==> src/rtl/tmr_pkg.sv <==
package tmr_pkg;
  typedef enum logic {CNT_UP = 1'b0, CNT_DOWN = 1'b1} dir_e;

  localparam int PIN_CLK = 0;
  localparam int PIN_CLR = 1;
  localparam int PIN_DIR = 2;
  localparam int PIN_CAP = 3;
  localparam int NUM_PINS = 4;
endpackage

==> src/rtl/pin_sync.sv <==
module pin_sync #(
  parameter int N      = 4,
  parameter int STAGES = 2
) (
  input  logic         clk,
  input  logic         rst_n,
  input  logic [N-1:0] pin_i,
  output logic [N-1:0] level_o,
  output logic [N-1:0] rise_o
);
  for (genvar i = 0; i < N; i++) begin : g_pin
    // STAGES synchronizer flops plus one history flop for edge detection
    logic [STAGES:0] sh_q;
    logic [STAGES:0] sh_d;

    always_comb sh_d = {sh_q[STAGES-1:0], pin_i[i]};

    always_ff @(posedge clk or negedge rst_n) begin
      if (!rst_n) sh_q <= '0;
      else        sh_q <= sh_d;
    end

    assign level_o[i] = sh_q[STAGES-1];
    assign rise_o[i]  = sh_q[STAGES-1] & ~sh_q[STAGES];
  end
endmodule

==> src/rtl/updown_core.sv <==
module updown_core
  import tmr_pkg::*;
#(
  parameter int W = 16
) (
  input  logic         clk,
  input  logic         rst_n,
  input  logic         clr_i,
  input  logic         tick_i,
  input  dir_e         dir_i,
  input  logic         wr_en_i,
  input  logic [W-1:0] wr_data_i,
  output logic [W-1:0] count_o,
  output logic         ovf_o
);
  localparam logic [W-1:0] ALL_ONES = {W{1'b1}};

  logic [W-1:0] cnt_q, cnt_d;
  logic         ovf_q, ovf_d;
  logic         cnt_en;

  always_comb begin
    cnt_d  = cnt_q;
    ovf_d  = 1'b0;
    cnt_en = clr_i | wr_en_i | tick_i;
    if (clr_i) begin
      cnt_d = '0;
    end else if (wr_en_i) begin
      cnt_d = wr_data_i;
    end else if (tick_i) begin
      if (dir_i == CNT_DOWN) begin
        cnt_d = cnt_q - 1'b1;
        ovf_d = (cnt_q == '0);
      end else begin
        cnt_d = cnt_q + 1'b1;
        ovf_d = (cnt_q == ALL_ONES);
      end
    end
  end

  always_ff @(posedge clk or negedge rst_n) begin
    if (!rst_n) begin
      cnt_q <= '0;
    end else if (cnt_en) begin
      cnt_q <= cnt_d;
    end
  end

  always_ff @(posedge clk or negedge rst_n) begin
    if (!rst_n) ovf_q <= 1'b0;
    else        ovf_q <= ovf_d;
  end

  assign count_o = cnt_q;
  assign ovf_o   = ovf_q;
endmodule

==> src/rtl/capture_unit.sv <==
module capture_unit #(
  parameter int W = 16
) (
  input  logic         clk,
  input  logic         rst_n,
  input  logic         cap_rise_i,
  input  logic [W-1:0] count_i,
  output logic [W-1:0] capture_o,
  output logic         irq_o
);
  logic [W-1:0] hold_q;
  logic         irq_q;

  always_ff @(posedge clk or negedge rst_n) begin
    if (!rst_n) begin
      hold_q <= '0;
    end else if (cap_rise_i) begin
      hold_q <= count_i;
    end
  end

  always_ff @(posedge clk or negedge rst_n) begin
    if (!rst_n) irq_q <= 1'b0;
    else        irq_q <= cap_rise_i;
  end

  assign capture_o = hold_q;
  assign irq_o     = irq_q;
endmodule

==> src/rtl/updown_capture_timer.sv <==
module updown_capture_timer
  import tmr_pkg::*;
#(
  parameter int W           = 16,
  parameter int SYNC_STAGES = 2
) (
  input  logic         clk,
  input  logic         rst_n,
  input  logic         ext_clk_i,
  input  logic         ext_clr_i,
  input  logic         dir_i,
  input  logic         cap_i,
  input  logic         wr_en_i,
  input  logic [W-1:0] wr_data_i,
  output logic [W-1:0] count_o,
  output logic [W-1:0] capture_o,
  output logic         ovf_irq_o,
  output logic         cap_irq_o
);
  logic [NUM_PINS-1:0] pins, lvl, rise;
  logic                clr_sync;
  dir_e                dir_sync;

  always_comb begin
    pins          = '0;
    pins[PIN_CLK] = ext_clk_i;
    pins[PIN_CLR] = ext_clr_i;
    pins[PIN_DIR] = dir_i;
    pins[PIN_CAP] = cap_i;
  end

  pin_sync #(.N(NUM_PINS), .STAGES(SYNC_STAGES)) u_sync (
    .clk(clk), .rst_n(rst_n), .pin_i(pins), .level_o(lvl), .rise_o(rise)
  );

  assign clr_sync = lvl[PIN_CLR];
  assign dir_sync = dir_e'(lvl[PIN_DIR]);

  updown_core #(.W(W)) u_core (
    .clk(clk), .rst_n(rst_n), .clr_i(clr_sync), .tick_i(rise[PIN_CLK]),
    .dir_i(dir_sync), .wr_en_i(wr_en_i), .wr_data_i(wr_data_i),
    .count_o(count_o), .ovf_o(ovf_irq_o)
  );

  capture_unit #(.W(W)) u_cap (
    .clk(clk), .rst_n(rst_n), .cap_rise_i(rise[PIN_CAP]), .count_i(count_o),
    .capture_o(capture_o), .irq_o(cap_irq_o)
  );
endmodule

==> config.mk <==
export PLATFORM = sky130hd
export DESIGN_NAME = updown_capture_timer
export DESIGN_NICKNAME = d
export VERILOG_FILES = /design/src/rtl/tmr_pkg.sv /design/src/rtl/pin_sync.sv /design/src/rtl/updown_core.sv /design/src/rtl/capture_unit.sv /design/src/rtl/updown_capture_timer.sv
export SDC_FILE = /design/constraint.sdc
export NUM_CORES = 1
export LEC_CHECK = 0
export BUFFER_PORTS_ARGS = -buffer_cell sky130_fd_sc_hd__clkbuf_2
export CAP_MARGIN = 10
export CORE_ASPECT_RATIO = 0.6
export CORE_MARGIN = 1.5
export CORE_UTILIZATION = 50
export CTS_BUF_LIST = sky130_fd_sc_hd__clkbuf_2 sky130_fd_sc_hd__clkbuf_4 sky130_fd_sc_hd__clkbuf_8
export DETAILED_ROUTE_END_ITERATION = 10
export GPL_ROUTABILITY_DRIVEN = 0
export PLACE_DENSITY_LB_ADDON = 0.2
export SLEW_MARGIN = 20
export SYNTH_ARGS = -nofsm -noshare
export SYNTH_HDL_FRONTEND = slang
export SYNTH_SLANG_ARGS = --single-unit
==> constraint.sdc <==
create_clock -name clk -period 6.85 [get_ports clk]
set_clock_uncertainty 0.05 [all_clocks]
set_input_delay 2.055 -clock clk [delete_from_list [all_inputs] [get_ports clk]]
set_output_delay 2.055 -clock clk [all_outputs]
set_load 0.02 [all_outputs]
* Yosys cells after proc, flatten, opt, wreduce, memory -nomap -nowiden
Index checks and enable logic that the tools add are counted.
Word-level totals: flip-flop bits (word level) 44
Operators by class: $add $sub $neg 2, equality and inequality tests 1, muxes and demuxes 8, bitwise logic cells 6, reductions and logical operators 3
Operators with widths (number):
- 16-bit two-way mux | 4
- 16-bit by 1-bit adder with 16-bit output, second input constant | 1
- 16-bit equality test, second input constant | 1
- 16-bit logical NOT | 1
- 16-bit by 1-bit subtractor with 16-bit output, second input constant | 1
- 1-bit two-way mux | 4
- 3-bit nonzero test | 1
- 1-bit bitwise AND | 2
- 1-bit NOT | 2
- 1-bit bitwise OR | 2
- 2-bit AND reduction | 1

* Logic depth before layout (Yosys ltp)
Gate-level depths: netlist of run 1.
depth in word-level cells 5, mapped depth 8

* By module
From an unflattened synthesis of run 1, not the netlist that was laid out.
Second synthesis, totals: cell total of the unflattened synthesis 239, area, all modules 2635.0 um2
By module, submodules not included:
- updown_core | times used 1, cells an instance 184, area an instance 1575.3 um2, seq. area each 425.4 um2
- capture_unit | times used 1, cells an instance 35, area an instance 674.4 um2, seq. area each 425.4 um2
- pin_sync | times used 1, cells an instance 20, area an instance 385.4 um2, seq. area each 300.3 um2

* Least setup slack after synthesis of run 1
OpenSTA, ideal clock, no wires.
path kind input to register, start input port wr_en_i, end register u_core.cnt_q[11] (netlist: u_core.count_o[11]), setup time 0.078 ns, arrival 2.767 ns, required time 6.722 ns, slack 3.956 ns, cell stages on the path 3, cell sequence nor3_1 a22oi_1 o21ai_1
On the way: longest elaborated chain between the ends 3
Ends and longest elaborated chain:
- start: declaration | RTL line updown_capture_timer.sv:13 | input logic wr_en_i,
- 1-bit bitwise OR (2 in series) | RTL line updown_core.sv:25 | cnt_en = clr_i | wr_en_i | tick_i;
- 2-bit AND reduction (no line)
- end signal: assignment | RTL line updown_core.sv:45 | cnt_q <= cnt_d;
- end: declaration | RTL line updown_core.sv:18 | logic [W-1:0] cnt_q, cnt_d;
Several ways; a longest one is shown, not always the timed one. A chain may end at the register's enable or synchronous reset.

* Worst setup path in the final report of run 1
start input port wr_en_i, end register u_core.cnt_q[12] (netlist: u_core.count_o[12])
Same word-level chain as after synthesis.

==> flow_summary_export.csv, run 1 <==
group,metric,value,unit
die,fp.dieArea,5370,µm²
sta,worst_pin_slew,937,ps
sta,layout_setup_ws,3630,ps
logic_synthesis,synth_area_leaders,"dfrtp_1 45%, mux2_2 7.3%, ha_1 7.1%, a21oi_1 3.3%, xnor2_1 3.2%",
global_route,grt_use_met2,0.308,
placed_design,dpl_cell_area,2790,µm²
worst_setup_path,path_cells,"clkbuf_2, nor3_1, a22oi_1, o21ai_0",
logic_synthesis,syn-instance-count,231,
worst_setup_path,cp_max_fo,16,
power_and_ir_drop,pwr_density_cell,223,nW/µm²
finish,final_area,2870,µm²
logic_synthesis,synth_warnings,0,
sta,finalHoldViolations,0,
die,core_area,4660,µm²
die,pin_count,57,
finish,layout.cells.non_filler,349,
drt,dr.first_iter.drc_count,198,
finish,antenna_cells,0,
die,row_count,19,
clocking,cts_tree,"done",
drt,via_count,2055,
die,start_util,0.528,
worst_setup_path,worstPathArrival,3380,ps
logic_synthesis,syn_nets,269,
worst_setup_path,cp.required,7010,ps
power_and_ir_drop,p_leak,0.00138,µW
logic_synthesis,synth-edff-count,0,
finish,syn2layout_area_growth,16.7,%
power_and_ir_drop,vdd_drop_max,0.0978,mV
logic_synthesis,syn_avg_cell_area,10.7,µm²
worst_setup_path,crit_path_end_kind,"flip-flop",
global_route,grt_use_met3,0.0693,
placed_design,numPortBuffers,56,
worst_setup_path,cp-start-kind,"primary input",
global_route,antenna_found_initial,0,
global_route,grt.busiest_layer,"met1",
global_route,use_met1,0.370,
job,drv_cap,0,
clocking,clockBufferDepth,2,
drt,dr.pass1.iters,4,
drt,wl_per_cell,16.5,µm
sta,rsz0062_at_grt,"no",
logic_synthesis,ys.flop_type,"dfrtp_1",
logic_synthesis,synth_top_area_frac,0.447,
clocking,worst_skew_pair.late_latency,300,ps
global_route,grt_pass1_vias,1872,
worst_setup_path,critPathMaxStageDelay,810,ps
die,die_h,57.3,µm
worst_setup_path,cp_top_family,"simple AND/OR/NAND/NOR gates",
clocking,post_cts_buffers,0,
outcome,status,"completed",
logic_synthesis,ys_seq_elements,44,
drt,ant_nets,0,
logic_synthesis,yosysSeqAreaShare,0.447,
placed_design,dp_slack,3400,ps
logic_synthesis,yosys.cell_types.count,51,
sta,slew_headroom,0.371,
global_route,track_usage,0.232,
clocking,path_clk_slew,80,ps
clocking,cts_root_buffer,"clkbuf_8",
drt,viasPerCell,5.89,
sta,layout_worst_path_cycle_share,0.470,
logic_synthesis,yosysTopAreaCell,"dfrtp_1",
drt,wirelength,5760,µm
logic_synthesis,syn-cell-area,2460,µm²
logic_synthesis,yosys.cell_count.top_type,"dfrtp_1",
global_route,grt_pass1_wl,9410,µm
drt,drc,0,
finish,fin_nets,324,
clocking,cts_resized,0,
sta,min_period,3220,ps
clocking,cts_hold_buffers,0,
clocking,cts_sinks,44,
clocking,cts_buffers,5,
sta,setup_viol,0,
placed_design,hpwl,4400,µm
sta,drv_slew,0,
die,die_w,93.6,µm
sta,max_freq,311,MHz
logic_synthesis,synthTopCellsByCount,"44 x dfrtp_1, 16 x a21oi_1, 16 x mux2_2, 16 x nor2_1",
worst_setup_path,critPathKind,"primary input to flip-flop",
sta,finalSetupTns,0,ps
logic_synthesis,ys_async_sr_fraction,1.00,
finish,drive_gt1_frac,0.311,
min_path,hold_class,"flip-flop to flip-flop",
worst_setup_path,cp_slowest_cell,"nor3_1",
clocking,cts_htree_levels,2,
worst_setup_path,cp_num_buf_inv,1,
global_route,grt_max_degree,45,
placed_design,dp.cells,342,
global_route,grt-ovfl-total,0,
flip-flops by register name, summed over array words and instances, names as in the netlist:
name and cells:
u_cap.capture_o 16, u_cap.irq_o 1, u_core.count_o 16, u_core.ovf_o 1, u_sync.g_pin.sh_q 10
layout by cell type, fill, tap and decap left out, types with 2 or more instances in the layout:
cell type  count
clkbuf_2      55
o21a_1         4
a22oi_1        8
inv_1          4
nand2_1       14
nor2_1        16
nor3_1         3
a2111oi_2      2
nand2b_1       4
nor4_1         3
a21o_1         5
a211oi_1       4
dfrtp_1       44
a21oi_1       16
nand4_1        3
xor2_1         5
ha_1          14
o21ai_1        2
nand3_1        3
o21ai_0       14
mux2_2        16
clkbuf_8       5
nor2b_1        3
xnor2_1        9
per-layer routing:
metal / part of all wire / routed length [µm]
met1: 0.50 / 2860
met4: 0.0042 / 24
met5: 0 / 0
met2: 0.39 / 2250
met3: 0.11 / 623
final timing paths:
| check | from | to | slack (ps) | depth (start not counted) |
|---|---|---|---|---|
| min in group asynchronous | rst_n | u_sync.g_pin[3].sh_q[2]$_DFF_PN0_ | 1850 | 1 |
| worst min-delay path | u_sync.g_pin[1].sh_q[0]$_DFF_PN0_ | u_sync.g_pin[1].sh_q[1]$_DFF_PN0_ | 300 | 0 |
| worst max-delay path | wr_en_i | u_core.count_o[12]$_DFFE_PN0P_ | 3630 | 4 |
| worst max register to register | u_sync.g_pin[2].sh_q[1]$_DFF_PN0_ | u_core.count_o[12]$_DFFE_PN0P_ | 4010 | 7 |
| max in group asynchronous | rst_n | u_core.count_o[9]$_DFFE_PN0P_ | 4320 | 1 |
| worst min register to register | u_sync.g_pin[1].sh_q[0]$_DFF_PN0_ | u_sync.g_pin[1].sh_q[1]$_DFF_PN0_ | 300 | 0 |
metrics by stage:
step	hold slack (ps)	total power [µW]	utilization
final	303	641	0.616
after CTS	303	643	0.616
after global routing	313	680	0.616
after detailed placement	285	492	0.599
after global placement	282	489	0.599
after floorplan	281	433	-
cell families (layout without fill, tap and decap cells):
kind of cell / count (synthesis) / after routing / synth area share
AOI/OAI and AO/OA: 71 / 71 / 0.205
and+or+nand+nor: 58 / 58 / 0.123
DFF: 44 / 44 / 0.447
muxes: 17 / 17 / 0.0773
adders and majority gates: 15 / 15 / 0.0793
xor gates and xnor gates: 14 / 14 / 0.0498
buffers and inverters: 12 / 67 / 0.0183
layout make-up:
type / count / area (µm²)
inverters: 4 / 15.0
flip-flops and latches: 44 / 1100
repair buffers: 56 / 280
fillers: 398 / 1790
well taps: 63 / 78.8
clock buffers: 5 / 68.8
clock inverters: 2 / 12.5
multi-input cells: 175 / 1320
report_power, final:
part           internal (µW)  total [µW]  switching (µW)  leakage (µW)
clock network           69.1         154            84.6     0.0000400
registers                282         309            26.4      0.000565
logic                   75.5         179             103      0.000779
total                    427         641             214       0.00138
No activity file was read; power rests on OpenSTA's default activity.
==> run 2, diff against run 1 <==
ABC_AREA = 1   (was default)
clock period = 3.15 ns   (was 6.85 ns; I/O delays follow)
==> run 2 against run 1 <==
  * Register-to-register slack lost 3200 ps
  * Sequential power grew 130%
  * Power grew to 2.7 times the previous value
  * Highest routed layer unchanged
  * Critical endpoint is now u_core.count_o[11]$_DFFE_PN0P_
  * Sequential share of layout area shrank 3.5 points
  * Setup slack lost 2900 ps
  * Hold slack is essentially flat
  * Routed wire length grew 15%
==> flow_summary_export.csv, run 2 <==
group,metric,value,unit
sta,finalHoldViolations,0,
sta,min_period,2380,ps
logic_synthesis,synth-edff-count,0,
drt,wirelength,6610,µm
worst_setup_path,path_cells,"ha_1, nand2_1, inv_1, a21oi_1, nand2_1, nand2_1, nand2_1, nand2_1, nand3_1, nand2_1, nand2_1",
worst_setup_path,cp_num_buf_inv,1,
sta,setup_viol,0,
clocking,cts_root_buffer,"clkbuf_8",
finish,antenna_cells,0,
die,die_w,97.3,µm
drt,dr.pass1.iters,5,
logic_synthesis,ys_seq_elements,44,
logic_synthesis,synth_mux_area_frac,0,
clocking,worst_skew_pair.late_latency,300,ps
logic_synthesis,syn-cell-area,2670,µm²
die,start_util,0.522,
sta,worst_pin_slew,767,ps
logic_synthesis,ys_async_sr_fraction,1.00,
logic_synthesis,ys.flop_type,"dfrtp_1",
logic_synthesis,syn_avg_cell_area,7.16,µm²
clocking,cts_htree_levels,2,
finish,fill_cells,487,
drt,wl_per_cell,13.2,µm
global_route,grt_pass1_vias,2225,
die,fp.dieArea,5790,µm²
drt,drc,0,
worst_setup_path,cp.required,3290,ps
drt,via_count,2544,
sta,finalSetupTns,0,ps
placed_design,hpwl,5230,µm
logic_synthesis,yosysSeqAreaShare,0.413,
logic_synthesis,yosysTopAreaCell,"dfrtp_1",
clocking,cts_sinks,44,
global_route,grt-ovfl-total,0,
logic_synthesis,yosys.cell_types.count,27,
logic_synthesis,synthXorXnorAreaFrac,0.0131,
finish,fin_nets,471,
global_route,grt_pass1_wl,11000,µm
drt,ant_nets,0,
drt,viasPerCell,5.09,
logic_synthesis,synthSimpleGateAreaFrac,0.316,
global_route,antenna_found_initial,0,
finish,layout_commonest_cell,"nand2_1",
logic_synthesis,synthTopCellsByCount,"120 x nand2_1, 61 x inv_1, 44 x dfrtp_1",
clocking,cts_tree,"done",
worst_setup_path,cp-start-kind,"flip-flop",
sta,drv_slew,0,
sta,rsz0062_at_grt,"no",
logic_synthesis,synth_area_leaders,"dfrtp_1 41%, nand2_1 17%, inv_1 8.6%, ha_1 6.6%, nand3_1 4.7%",
die,die_h,59.6,µm
clocking,cts_hold_buffers,0,
logic_synthesis,yosys.cell_count.top_type,"nand2_1",
min_path,hold_class,"flip-flop to flip-flop",
sta,whs,303,ps
worst_setup_path,r2r_slack,770,ps
logic_synthesis,syn_nets,410,
finish,drive_gt1_frac,0.173,
clocking,cts_buffers,5,
logic_synthesis,synth_top_family_by_area,"simple AND/OR/NAND/NOR gates",
worst_setup_path,critPathMaxStageDelay,850,ps
logic_synthesis,synth_top_area_frac,0.413,
die,row_count,20,
sta,layout_worst_path_cycle_share,0.754,
worst_setup_path,worst_path_most_repeated_cell,"nand2_1",
finish,layout_common_cells,"120 x nand2_1, 61 x inv_1, 56 x clkbuf_2",
sta,slew_headroom,0.489,
power_and_ir_drop,vdd_drop_max,0.318,mV
placed_design,numPortBuffers,56,
logic_synthesis,syn-instance-count,372,
power_and_ir_drop,p_leak,0.00181,µW
clocking,clockBufferDepth,2,
worst_setup_path,critPathKind,"flip-flop to flip-flop",
logic_synthesis,synth_fa_ha_area_frac,0.0732,
logic_synthesis,synth-compound-area-share,0.0845,
worst_setup_path,crit_path_end_kind,"flip-flop",
power_and_ir_drop,pwr_density_cell,551,nW/µm²
worst_setup_path,cp_top_family,"flip-flops",
global_route,grt_max_degree,33,
clocking,path_clk_slew,80,ps
die,core_area,5100,µm²
logic_synthesis,synth_warnings,0,
finish,syn2layout_area_growth,18.5,%
worst_setup_path,cp_max_fo,18,
job,drv_cap,0,
clocking,cts_resized,0,
sta,max_freq,421,MHz
clocking,post_cts_buffers,0,
global_route,track_usage,0.245,
outcome,status,"completed",
worst_setup_path,cp_slowest_cell,"dfrtp_1",
worst_setup_path,worstPathArrival,2520,ps
drt,dr.first_iter.drc_count,163,
die,pin_count,57,
[run 2: changes by cell type after synthesis, sizes merged, moves of 4 or more]
cell / change
a211oi: -5
inv: +59
nand2b: -4
a21oi: -8
o21ai: +7
nand2: +107
o21a: -4
xnor2: -7
nor2: +19
nand3: +22
a21o: -6
a22oi: -8
mux2: -16
[run 2: power breakdown]
group | switching, µW | total, µW | internal, µW
Sequential | 68.3 | 698 | 630
Combinational | 369 | 565 | 196
Clock | 197 | 477 | 280
[run 2: final cells by class]
type                    instances  area, µm²  share of cell area
multi-input cells             259       1300               0.411
flip-flops and latches         44       1100               0.349
repair buffers                 60        310              0.0982
inverters                      63        241              0.0764
clock buffers                   7       96.3              0.0305
well taps                      66       82.6              0.0261
clock inverters                 1       30.0             0.00950
[run 2: worst paths after layout]
check	startpoint	to	depth (start not counted)
worst max register to register	u_sync.g_pin[2].sh_q[1]$_DFF_PN0_	u_core.count_o[11]$_DFFE_PN0P_	11
worst max-delay path	u_sync.g_pin[2].sh_q[1]$_DFF_PN0_	u_core.count_o[11]$_DFFE_PN0P_	11
max in group asynchronous	rst_n	u_sync.g_pin[0].sh_q[0]$_DFF_PN0_	2
min in group asynchronous	rst_n	u_cap.capture_o[9]$_DFFE_PN0P_	1
worst min-delay path	u_sync.g_pin[1].sh_q[0]$_DFF_PN0_	u_sync.g_pin[1].sh_q[1]$_DFF_PN0_	0
worst min register to register	u_sync.g_pin[1].sh_q[0]$_DFF_PN0_	u_sync.g_pin[1].sh_q[1]$_DFF_PN0_	0
[run 2: metal layers]
metal | global-route usage | vias up | wire length (µm)
met3 | 0.0460 | 3 | 433
met4 | 0.0612 | 0 | 29
met1 | 0.376 | 1164 | 3470
met5 | 0 | - | 0
li1 | - | 1288 | -
met2 | 0.358 | 89 | 2680
[run 2: cell families (layout without fill, tap and decap cells)]
family | after synthesis | after routing
fa+ha+maj | 15 | 15
simple gates | 200 | 200
xor+xnor | 4 | 4
flops | 44 | 44
buf+inv | 69 | 131
compound gates | 40 | 40
[run 2: through the flow]
stage,std cells,area [µm²],setup WS (ps),power [µW],util
detailed placement,492,3030,854,1270,0.594
floorplan,372,2670,1280,1080,-
global placement,492,3030,883,1260,0.594
global route,500,3160,574,1850,0.619
CTS,500,3160,840,1750,0.619
finish,500,3160,774,1740,0.619
==> run 3, diff against run 2 <==
ABC_AREA = 0   (was 1)
clock period = 2 ns   (was 3.15 ns; I/O delays follow)
==> run 3 against run 2 <==
  * The flow now finishes with violations (setup timing)
  * Non-clock buffer count is 45 higher
  * Hold slack worse by 120 ps
  * Critical endpoint is now u_core.count_o[12]$_DFFE_PN0P_
  * Clock-buffer cell count is 1 lower
==> flow_summary_export.csv, run 3 (synthesis gave the netlist of run 1 again) <==
group,metric,value,unit
sta,drv_slew,0,
power_and_ir_drop,power_switching,820,µW
drt,dr.first_iter.drc_count,297,
sta,max_freq,431,MHz
clocking,path_clk_slew,90,ps
global_route,grt-ovfl-total,0,
power_and_ir_drop,comb_power_share,0.321,
sta,finalHoldViolations,0,
global_route,grt_pass1_wl,11000,µm
global_route,antenna_found_initial,0,
finish,multi_input_area,1390,µm²
placed_design,numPortBuffers,56,
clocking,cts_tree,"done",
clocking,worst_skew_pair.late_latency,310,ps
finish,fill_cells,347,
outcome,status,"complete, but fails checks",
die,fp.dieArea,5370,µm²
global_route,grt_pass1_vias,2122,
sta,setup_viol,9,
finish,fin_nets,373,
die,start_util,0.528,
sta,rsz0062_at_grt,"yes",
placed_design,hpwl,5240,µm
finish,fin_util,0.724,
die,row_count,19,
worst_setup_path,crit_path_end_kind,"flip-flop",
finish,layout_common_cells,"56 x clkbuf_2, 48 x buf_4, 41 x dfrtp_1",
die,die_w,93.6,µm
sta,whs,183,ps
drt,dr.pass1.iters,5,
die,pin_count,57,
power_and_ir_drop,p_leak,0.00166,µW
worst_setup_path,worstPathArrival,2460,ps
sta,min_period,2320,ps
finish,antenna_cells,0,
finish,regArea,1100,µm²
job,drv_cap,0,
clocking,cts_htree_levels,2,
worst_setup_path,cp.required,2140,ps
clocking,clockBufferDepth,2,
global_route,track_usage,0.277,
drt,viasPerCell,5.66,
power_and_ir_drop,clkPwrFrac,0.283,
worst_setup_path,r2r_slack,-320,ps
clocking,cts_buffers,5,
drt,wirelength,6860,µm
finish,layout_commonest_cell,"clkbuf_2",
finish,drive_gt1_frac,0.452,
worst_setup_path,cp-start-kind,"flip-flop",
power_and_ir_drop,sw_frac_of_total,0.319,
power_and_ir_drop,seqPwrFrac,0.397,
sta,layout_setup_ws,-319,ps
drt,ant_nets,0,
min_path,hold_class,"primary input to async pin",
clocking,cts_hold_buffers,0,
finish,syn2layout_area_growth,37.1,%
die,core_area,4660,µm²
drt,wl_per_cell,17.2,µm
drt,via_count,2258,
die,die_h,57.3,µm
clocking,cts_root_buffer,"clkbuf_8",
power_and_ir_drop,pwr_density_cell,763,nW/µm²
worst_setup_path,critPathKind,"flip-flop to flip-flop",
drt,drc,0,
sta,slew_headroom,0.481,
outcome,violations,"setup timing",
power_and_ir_drop,vdd_drop_max,0.627,mV
sta,layout_worst_path_cycle_share,1.16,
power_and_ir_drop,p_int,1750,µW
clocking,cts_sinks,44,
sta,worst_pin_slew,778,ps
global_route,grt_max_degree,29,
worst_setup_path,cp_max_fo,9,
[run 3: cell types whose count changed in the layout (fill, tap and decap cells not counted), moves of 8 or more]
cell / change
nand3_1: -22
mux2_2: +16
nor2_1: -17
a22oi_1: +8
buf_4: +44
nand2_1: -106
o21ai_0: -13
inv_1: -57
[run 3: timing repair]
| item | CTS | global route |
|---|---|---|
| resized for setup | 8 | 6 |
| endpoints found under the setup margin | 10 | 11 |
| pin swaps | 1 | 0 |
| hold endpoints to repair | 0 | 0 |
| setup buffers | 1 | 0 |
[run 3: path summary, 6_finish.rpt]
kind,startpoint,depth (start not counted),endpoint
setup reg to reg,u_sync.g_pin[2].sh_q[1]$_DFF_PN0_,7,u_core.count_o[12]$_DFFE_PN0P_
max in group asynchronous,rst_n,2,u_core.ovf_o$_DFF_PN0_
hold / removal,rst_n,1,u_core.count_o[0]$_DFFE_PN0P_
min in group clk,u_sync.g_pin[3].sh_q[0]$_DFF_PN0_,0,u_sync.g_pin[3].sh_q[1]$_DFF_PN0_
setup / recovery,u_sync.g_pin[2].sh_q[1]$_DFF_PN0_,7,u_core.count_o[12]$_DFFE_PN0P_
hold reg to reg,u_sync.g_pin[3].sh_q[0]$_DFF_PN0_,0,u_sync.g_pin[3].sh_q[1]$_DFF_PN0_
[run 3: final cells by class]
cell class              instances  share of cell area
multi-input cells             175               0.413
flip-flops and latches         44               0.328
well taps                      63              0.0234
repair buffers                105               0.196
inverters                       4             0.00445
clock inverters                 2              0.0115
clock buffers                   6              0.0245
[run 3: power groups by stage]
stage	logic, µW	registers [µW]	clock network, µW
2_1_floorplan	357	1130	0
3_3_place_gp	775	1030	0
3_5_place_dp	785	1040	0
4_1_cts	805	1020	740
5_1_grt	891	1030	776
6_report	825	1020	727
[run 3: through the flow]
stage / total power, µW / TNS [ps] / std cells / cell area [µm²] / worst slack [ps]
floorplan: 1490 / -604 / 231 / 2480 / -145
global placement: 1810 / -1590 / 390 / 3180 / -268
detailed placement: 1820 / -1900 / 390 / 3180 / -304
CTS: 2560 / -1710 / 399 / 3340 / -298
global route: 2700 / -2810 / 399 / 3370 / -434
finish: 2570 / -1840 / 399 / 3370 / -319
[run 3: critical path, stage by stage (launching register included)]
cell       delay, ps
dfrtp_2          510
fa_2             390
a21o_1           210
a2111oi_4        360
o21ai_4          120
a221oi_2         250
xor2_1           230
o21ai_1           80
[run 3: routing by layer]
metal  part of all wire  up-vias  track usage
met5                  0        -            0
met4              0.012        0       0.0682
met3              0.090        9       0.0667
met2               0.41      105        0.393
met1               0.48     1074        0.427
li1                   -     1070            -
